===== config.mk =====
export PLATFORM = sky130hd
export DESIGN_NAME = sras_top
export DESIGN_NICKNAME = d
export VERILOG_FILES = /design/src/rtl/sras_pkg.sv /design/src/rtl/sras_edge.sv /design/src/rtl/sras_rx.sv /design/src/rtl/sras_regfile.sv /design/src/rtl/sras_tx.sv /design/src/rtl/sras_top.sv
export SDC_FILE = /design/constraint.sdc
export NUM_CORES = 1
export LEC_CHECK = 0
export BUFFER_PORTS_ARGS = -buffer_cell sky130_fd_sc_hd__buf_4
export CAP_MARGIN = 20
export CORE_ASPECT_RATIO = 1.1
export CORE_MARGIN = 4
export CORE_UTILIZATION = 56
export DETAILED_ROUTE_END_ITERATION = 12
export HOLD_SLACK_MARGIN = 0.05
export PLACE_DENSITY = 0.81
export RECOVER_POWER = 50
export SYNTH_ARGS = -nofsm -noshare
export SYNTH_HDL_FRONTEND = slang
export SYNTH_SLANG_ARGS = --single-unit

===== constraint.sdc =====
create_clock -name clk -period 2.2 [get_ports clk]
set_input_delay 0.44 -clock clk [delete_from_list [all_inputs] [get_ports clk]]
set_output_delay 0.44 -clock clk [all_outputs]
set_load 0.05 [all_outputs]

===== src/rtl/sras_pkg.sv =====
package sras_pkg;
    localparam int ADDR_W   = 6;
    localparam int DATA_W   = 8;
    localparam int FRAME_W  = ADDR_W + DATA_W;
    localparam int CNT_W    = $clog2(FRAME_W + 2);
    localparam int RD_BIT   = 4;
    localparam int IDX_W    = ADDR_W - 1;
    localparam int MAX_REGS = 1 << IDX_W;

    typedef struct packed {
        logic [ADDR_W-1:0] addr;
        logic [DATA_W-1:0] data;
    } frame_t;

    function automatic logic [IDX_W-1:0] reg_index(input logic [ADDR_W-1:0] a);
        return {a[ADDR_W-1:RD_BIT+1], a[RD_BIT-1:0]};
    endfunction
endpackage


===== src/rtl/sras_edge.sv =====
module sras_edge #(
    parameter int N = 2
) (
    input  logic         clk,
    input  logic         rst_n,
    input  logic [N-1:0] sig,
    output logic [N-1:0] rise,
    output logic [N-1:0] fall
);
    logic [N-1:0] prev_d, prev_q;

    always_comb begin
        prev_d = sig;
        rise   = sig & ~prev_q;
        fall   = ~sig & prev_q;
    end

    always_ff @(posedge clk or negedge rst_n) begin
        if (!rst_n) prev_q <= '0;
        else        prev_q <= prev_d;
    end
endmodule


===== src/rtl/sras_rx.sv =====
module sras_rx
    import sras_pkg::*;
(
    input  logic             clk,
    input  logic             rst_n,
    input  logic             sck_rise,
    input  logic             sdi,
    input  logic             sen_rise,
    output logic             commit_wr,
    output logic             commit_rd,
    output frame_t           frame,
    output logic [CNT_W-1:0] bit_cnt
);
    typedef struct packed {
        logic [FRAME_W-1:0] shreg;
        logic [CNT_W-1:0]   cnt;
    } rx_state_t;

    localparam logic [CNT_W-1:0] CNT_FULL = CNT_W'(FRAME_W);
    localparam logic [CNT_W-1:0] CNT_SAT  = '1;

    rx_state_t st_d, st_q;
    logic      complete;

    always_comb begin
        st_d      = st_q;
        frame     = st_q.shreg;
        complete  = (st_q.cnt == CNT_FULL);
        commit_wr = sen_rise && complete && !frame.addr[RD_BIT];
        commit_rd = sen_rise && complete &&  frame.addr[RD_BIT];
        bit_cnt   = st_q.cnt;
        if (sen_rise) begin
            st_d.cnt = '0;
        end else if (sck_rise) begin
            st_d.shreg = {st_q.shreg[FRAME_W-2:0], sdi};
            if (st_q.cnt != CNT_SAT) st_d.cnt = st_q.cnt + 1'b1;
        end
    end

    always_ff @(posedge clk or negedge rst_n) begin
        if (!rst_n) st_q <= '0;
        else        st_q <= st_d;
    end
endmodule


===== src/rtl/sras_regfile.sv =====
module sras_regfile
    import sras_pkg::*;
#(
    parameter int NUM_REGS = 32
) (
    input  logic                     clk,
    input  logic                     rst_n,
    input  logic                     wr_en,
    input  logic [IDX_W-1:0]         wr_idx,
    input  logic [DATA_W-1:0]        wr_data,
    input  logic [IDX_W-1:0]         rd_idx,
    output logic [DATA_W-1:0]        rd_data,
    output logic [NUM_REGS*DATA_W-1:0] cfg_flat
);
    logic [DATA_W-1:0] bank [MAX_REGS];

    for (genvar i = 0; i < MAX_REGS; i++) begin : g_loc
        if (i < NUM_REGS) begin : g_live
            logic [DATA_W-1:0] val_d, val_q;
            always_comb begin
                val_d = val_q;
                if (wr_en && wr_idx == IDX_W'(i)) val_d = wr_data;
            end
            always_ff @(posedge clk or negedge rst_n) begin
                if (!rst_n) val_q <= '0;
                else        val_q <= val_d;
            end
            assign bank[i] = val_q;
            assign cfg_flat[i*DATA_W +: DATA_W] = val_q;
        end else begin : g_dead
            assign bank[i] = '0;
        end
    end

    assign rd_data = bank[rd_idx];
endmodule


===== src/rtl/sras_tx.sv =====
module sras_tx
    import sras_pkg::*;
(
    input  logic              clk,
    input  logic              rst_n,
    input  logic              load,
    input  logic [DATA_W-1:0] load_data,
    input  logic              sck_fall,
    output logic              sdo,
    output logic              active
);
    localparam int LEFT_W = $clog2(DATA_W + 1);

    typedef struct packed {
        logic [DATA_W-1:0] shreg;
        logic [LEFT_W-1:0] left;
    } tx_state_t;

    tx_state_t st_d, st_q;

    always_comb begin
        st_d   = st_q;
        active = (st_q.left != '0);
        sdo    = active ? st_q.shreg[DATA_W-1] : 1'b0;
        if (load) begin
            st_d.shreg = load_data;
            st_d.left  = LEFT_W'(DATA_W);
        end else if (sck_fall && active) begin
            st_d.shreg = {st_q.shreg[DATA_W-2:0], 1'b0};
            st_d.left  = st_q.left - 1'b1;
        end
    end

    always_ff @(posedge clk or negedge rst_n) begin
        if (!rst_n) st_q <= '0;
        else        st_q <= st_d;
    end
endmodule


===== src/rtl/sras_top.sv =====
module sras_top
    import sras_pkg::*;
#(
    parameter int NUM_REGS = 32
) (
    input  logic                       clk,
    input  logic                       rst_n,
    input  logic                       sck,
    input  logic                       sdi,
    input  logic                       sen,
    input  logic                       oe_n,
    output logic                       sdo,
    output logic                       sdo_oe,
    output logic [NUM_REGS*DATA_W-1:0] cfg_regs
);
    logic [1:0]        rise, fall;
    logic              sck_rise, sck_fall, sen_rise;
    logic              commit_wr, commit_rd, tx_active;
    frame_t            frame;
    logic [CNT_W-1:0]  rx_cnt;
    logic [IDX_W-1:0]  idx;
    logic [DATA_W-1:0] rd_data;

    sras_edge #(.N(2)) u_edge (
        .clk  (clk),
        .rst_n(rst_n),
        .sig  ({sen, sck}),
        .rise (rise),
        .fall (fall)
    );

    assign sck_rise = rise[0];
    assign sck_fall = fall[0];
    assign sen_rise = rise[1];

    sras_rx u_rx (
        .clk      (clk),
        .rst_n    (rst_n),
        .sck_rise (sck_rise),
        .sdi      (sdi),
        .sen_rise (sen_rise),
        .commit_wr(commit_wr),
        .commit_rd(commit_rd),
        .frame    (frame),
        .bit_cnt  (rx_cnt)
    );

    assign idx = reg_index(frame.addr);

    sras_regfile #(.NUM_REGS(NUM_REGS)) u_regs (
        .clk     (clk),
        .rst_n   (rst_n),
        .wr_en   (commit_wr),
        .wr_idx  (idx),
        .wr_data (frame.data),
        .rd_idx  (idx),
        .rd_data (rd_data),
        .cfg_flat(cfg_regs)
    );

    sras_tx u_tx (
        .clk      (clk),
        .rst_n    (rst_n),
        .load     (commit_rd),
        .load_data(rd_data),
        .sck_fall (sck_fall),
        .sdo      (sdo),
        .active   (tx_active)
    );

    assign sdo_oe = ~oe_n;
endmodule


==> qor.txt <==
Initial DRC Count = 567
GRT Overall Usage = 0.295
Hold WS = 0.140 ns
Post-DR wirelength/cell = 25.7 µm
DP Cell Count = 1,460
Endpoints failing hold = 0
Clock Tree Buf Depth = 3
Post-Syn Instances = 879
Net switching power = 4.38 mW
Largest net degree at the start of global routing = 67
Top FF cell, synth = dfrtp_1
Max cap viols = 0
DIE WIDTH = 155 µm
Critical Path RT = 1.76 ns
Yosys reg bits = 288
First-pass GRT wire length = 60,200 µm
Final HPWL DP = 27,900 µm
Synth Cell Area = 13,300 µm²
Setup ws final = 0.0837 ns
Worst Setup Start Kind = flip-flop
Final Cell Area = 16,800 µm²
Distinct cell type count after synthesis = 50
Post-synth EDFFs = 0
ANT nets after route = 0
Initial antenna violation count = 0
Fillers = 1,576
Syn nets = 889
Share of power burned in registers = 0.428
Starting Density = 0.576
Crit path capture = sdo
Core Area = 23,100 µm²
Crit. End Element = output pin
R2r setup slk = 0.09 ns
Register clock-pin slew on the reported worst setup and hold paths = 0.06 ns
# port buffers = 263
Non-Filler Instances = 1,516
Total routed wirelength = 39,000 µm
Antenna Cells = 0
Crit-path max FO = 3
Nets = 1,209
# DRC = 0
Clock Latency Late Sink = 0.54 ns
CTS root buffer = clkbuf_16
Sequential area share after synthesis = 0.540
RSZ-0062 raised after global routing = true
PD cells = 833 nW/µm²
Vias = 9,172
# setup viols final = 0
Clock power frac = 0.340
Fraction of layout instances using a drive strength above 1 = 0.520
Peak VDD IR = 736 µV
CP arrival = 1.68 ns
Die area = 26,300 µm²
Top-area cell type share of the netlist area = 0.540
Slew Limit Fails = 0
Slew @ Worst Pin = 0.992 ns
Total power = 14.0 mW
Clk sinks = 288
TritonCTS clock tree = yes
Sw frac = 0.312
Max Clock Skew = 0.0141 ns
Crit share post-route = 0.962
Worst r2r path cells = 6
IO Pins = 264
Critical R2R Capture = u_tx.st_q[5]
Vias per cell = 6.05
Worst slew margin = 0.338
RR Startpoint = u_rx.frame[8]
LEAKAGE = 8.34 nW
Post-synth ARST share = 1.00
Status = finished clean
Area leader, netlist = dfrtp_1
Worst Setup SP = u_tx.st_q[0]
Internal = 9.67 mW
Pre-CTS WS = -0.0243 ns
Placement row count = 58
H-tree levels = 1
Syn_area_per_cell = 15.2 µm²
Num CTS Buffers = 29
Synth area leaders = dfrtp_1 (54%), mux2_2 (22%), mux4_2 (7.9%), mux2i_1 (3.8%), clkbuf_1 (0.76%)
Comb power frac = 0.232
Pre-Repair DR Iteration Count = 5
Ys Warns = 0
Post-Place Cell Area = 16,200 µm²
Vias in the first global route = 9,774
Area grow syn2layout = 26.4%
Tmin final = 2.12 ns
Worst hold-check path type = input pin to flip-flop
Critical path class = flip-flop to output pin
Final Wtd Congestion = 0.860
Grt total ovfl = 0
F_max = 473 MHz
Chip height = 170 µm
## state kept, by name, indices dropped and copies added, names as in the netlist
| register | cells |
|---|---|
| u_rx.bit_cnt | 4 |
| u_regs.g_loc.g_live.val_q | 256 |
| u_rx.frame | 14 |
| u_tx.st_q | 12 |
| u_edge.prev_q | 2 |
## synthesized netlist by cell type (2+ instances only)
| master | n |
|---|---|
| dfrtp_1 | 288 |
| mux2_2 | 264 |
| mux2i_1 | 51 |
| mux4_2 | 47 |
| clkbuf_1 | 27 |
| nand2_1 | 24 |
| buf_2 | 15 |
| nor2_1 | 15 |
| o22ai_1 | 12 |
| nand2_2 | 8 |
| nor2_4 | 8 |
| a221oi_1 | 7 |
| buf_4 | 7 |
| inv_1 | 7 |
| nand3_1 | 7 |
| a211oi_1 | 6 |
| mux2_1 | 6 |
| buf_6 | 5 |
| a21oi_1 | 4 |
| a32o_1 | 4 |
| and3_1 | 4 |
| ha_1 | 4 |
| nand3_2 | 4 |
| nor2_2 | 4 |
| nor2_8 | 4 |
| nor2b_1 | 4 |
| o2111ai_1 | 4 |
| xor2_1 | 4 |
| nand3b_1 | 3 |
| nor3b_1 | 3 |
| nand2b_1 | 2 |
| nand3b_2 | 2 |
| nand3b_4 | 2 |
| nand4_1 | 2 |
| nor3_1 | 2 |
| nor3_2 | 2 |
| o211ai_1 | 2 |
| o21ai_0 | 2 |
| xnor2_1 | 2 |
## layout by cell type, fill, tap and decap left out, types with 8 or more instances in the layout
cell type  count
clkbuf_1     113
nand2_1       24
o22ai_1       12
mux4_2        47
nand2_2        8
mux2i_1       51
mux2_2       263
buf_4        198
buf_12        16
nor2_1        14
nor2_4         8
clkbuf_8      11
dfrtp_1      285
clkbuf_16     29
## cell families after synthesis
group / count (synthesis) / share of synthesized area
xor gates and xnor gates: 6 / 0.00394
and+or+nand+nor: 106 / 0.0557
adders and majority gates: 4 / 0.00375
AOI/OAI and AO/OA: 45 / 0.0251
muxes: 369 / 0.348
DFF: 288 / 0.540
buffers and inverters: 61 / 0.0234
## worst min-delay path by stage
stage	from	end	slack (ns)	cells past startpoint
final	sdi	u_rx.frame[0]	0.14	2
after global routing	sdi	u_rx.frame[0]	0.15	2
after CTS	sdi	u_rx.frame[0]	0.14	2
after detailed placement	rst_n	u_regs.g_loc[23].g_live.val_q[3]	0.45	1
after global placement	rst_n	u_regs.g_loc[23].g_live.val_q[3]	0.44	1
after floorplan	rst_n	u_edge.prev_q[0]	0.14	0
## per-layer routing
metal	vias to the layer above	wire length [µm]	track usage	part of all wire
met3	70	2590	0.0544	0.066
li1	3925	-	-	-
met2	358	20000	0.501	0.51
met1	4819	15400	0.393	0.39
met4	0	1110	0.0826	0.028
met5	-	0	0	0
## power by group through the flow
stage | sequential [mW] | combinational [mW] | clock, mW
2_1_floorplan | 5.75 | 2.06 | 0
3_3_place_gp | 6.30 | 2.69 | 0
4_1_cts | 6.09 | 3.06 | 4.82
5_1_grt | 6.04 | 3.45 | 5.03
6_report | 6.01 | 3.25 | 4.78
3_5_place_dp | 6.18 | 3.03 | 0
## final cells by class
cell class                      count  area [µm²]  share of cell area
Sequential cell                   288        7210               0.428
Multi-Input combinational cell    530        5840               0.347
Timing Repair Buffer              343        2470               0.146
Clock buffer                       42         885              0.0525
Tap cell                          300         375              0.0223
Clock inverter                      6        41.3             0.00245
Inverter                            7        26.3             0.00156
## worst max-delay path: stages (launching register included)
cell and delay [ns]:
dfrtp_1 0.40, inv_2 0.06, ha_1 0.18, nor3b_2 0.17
nor2b_2 0.15, buf_6 0.18
## what timing repair did
action | CTS | global route
hold endpoints to repair | 59 | 0
resized for setup | 2 | 7
hold buffers | 3 | 0
pin swaps | 0 | 2
setup buffers | 0 | 3
setup endpoints to repair | 2 | 35
## metrics by stage
stage / setup TNS (ns) / util
after floorplan: 0 / -
after global placement: 0 / 0.698
after detailed placement: -0.128 / 0.701
after CTS: 0 / 0.743
after global routing: -0.00236 / 0.728
final: 0 / 0.728
Power figures use the tool's default switching activity.
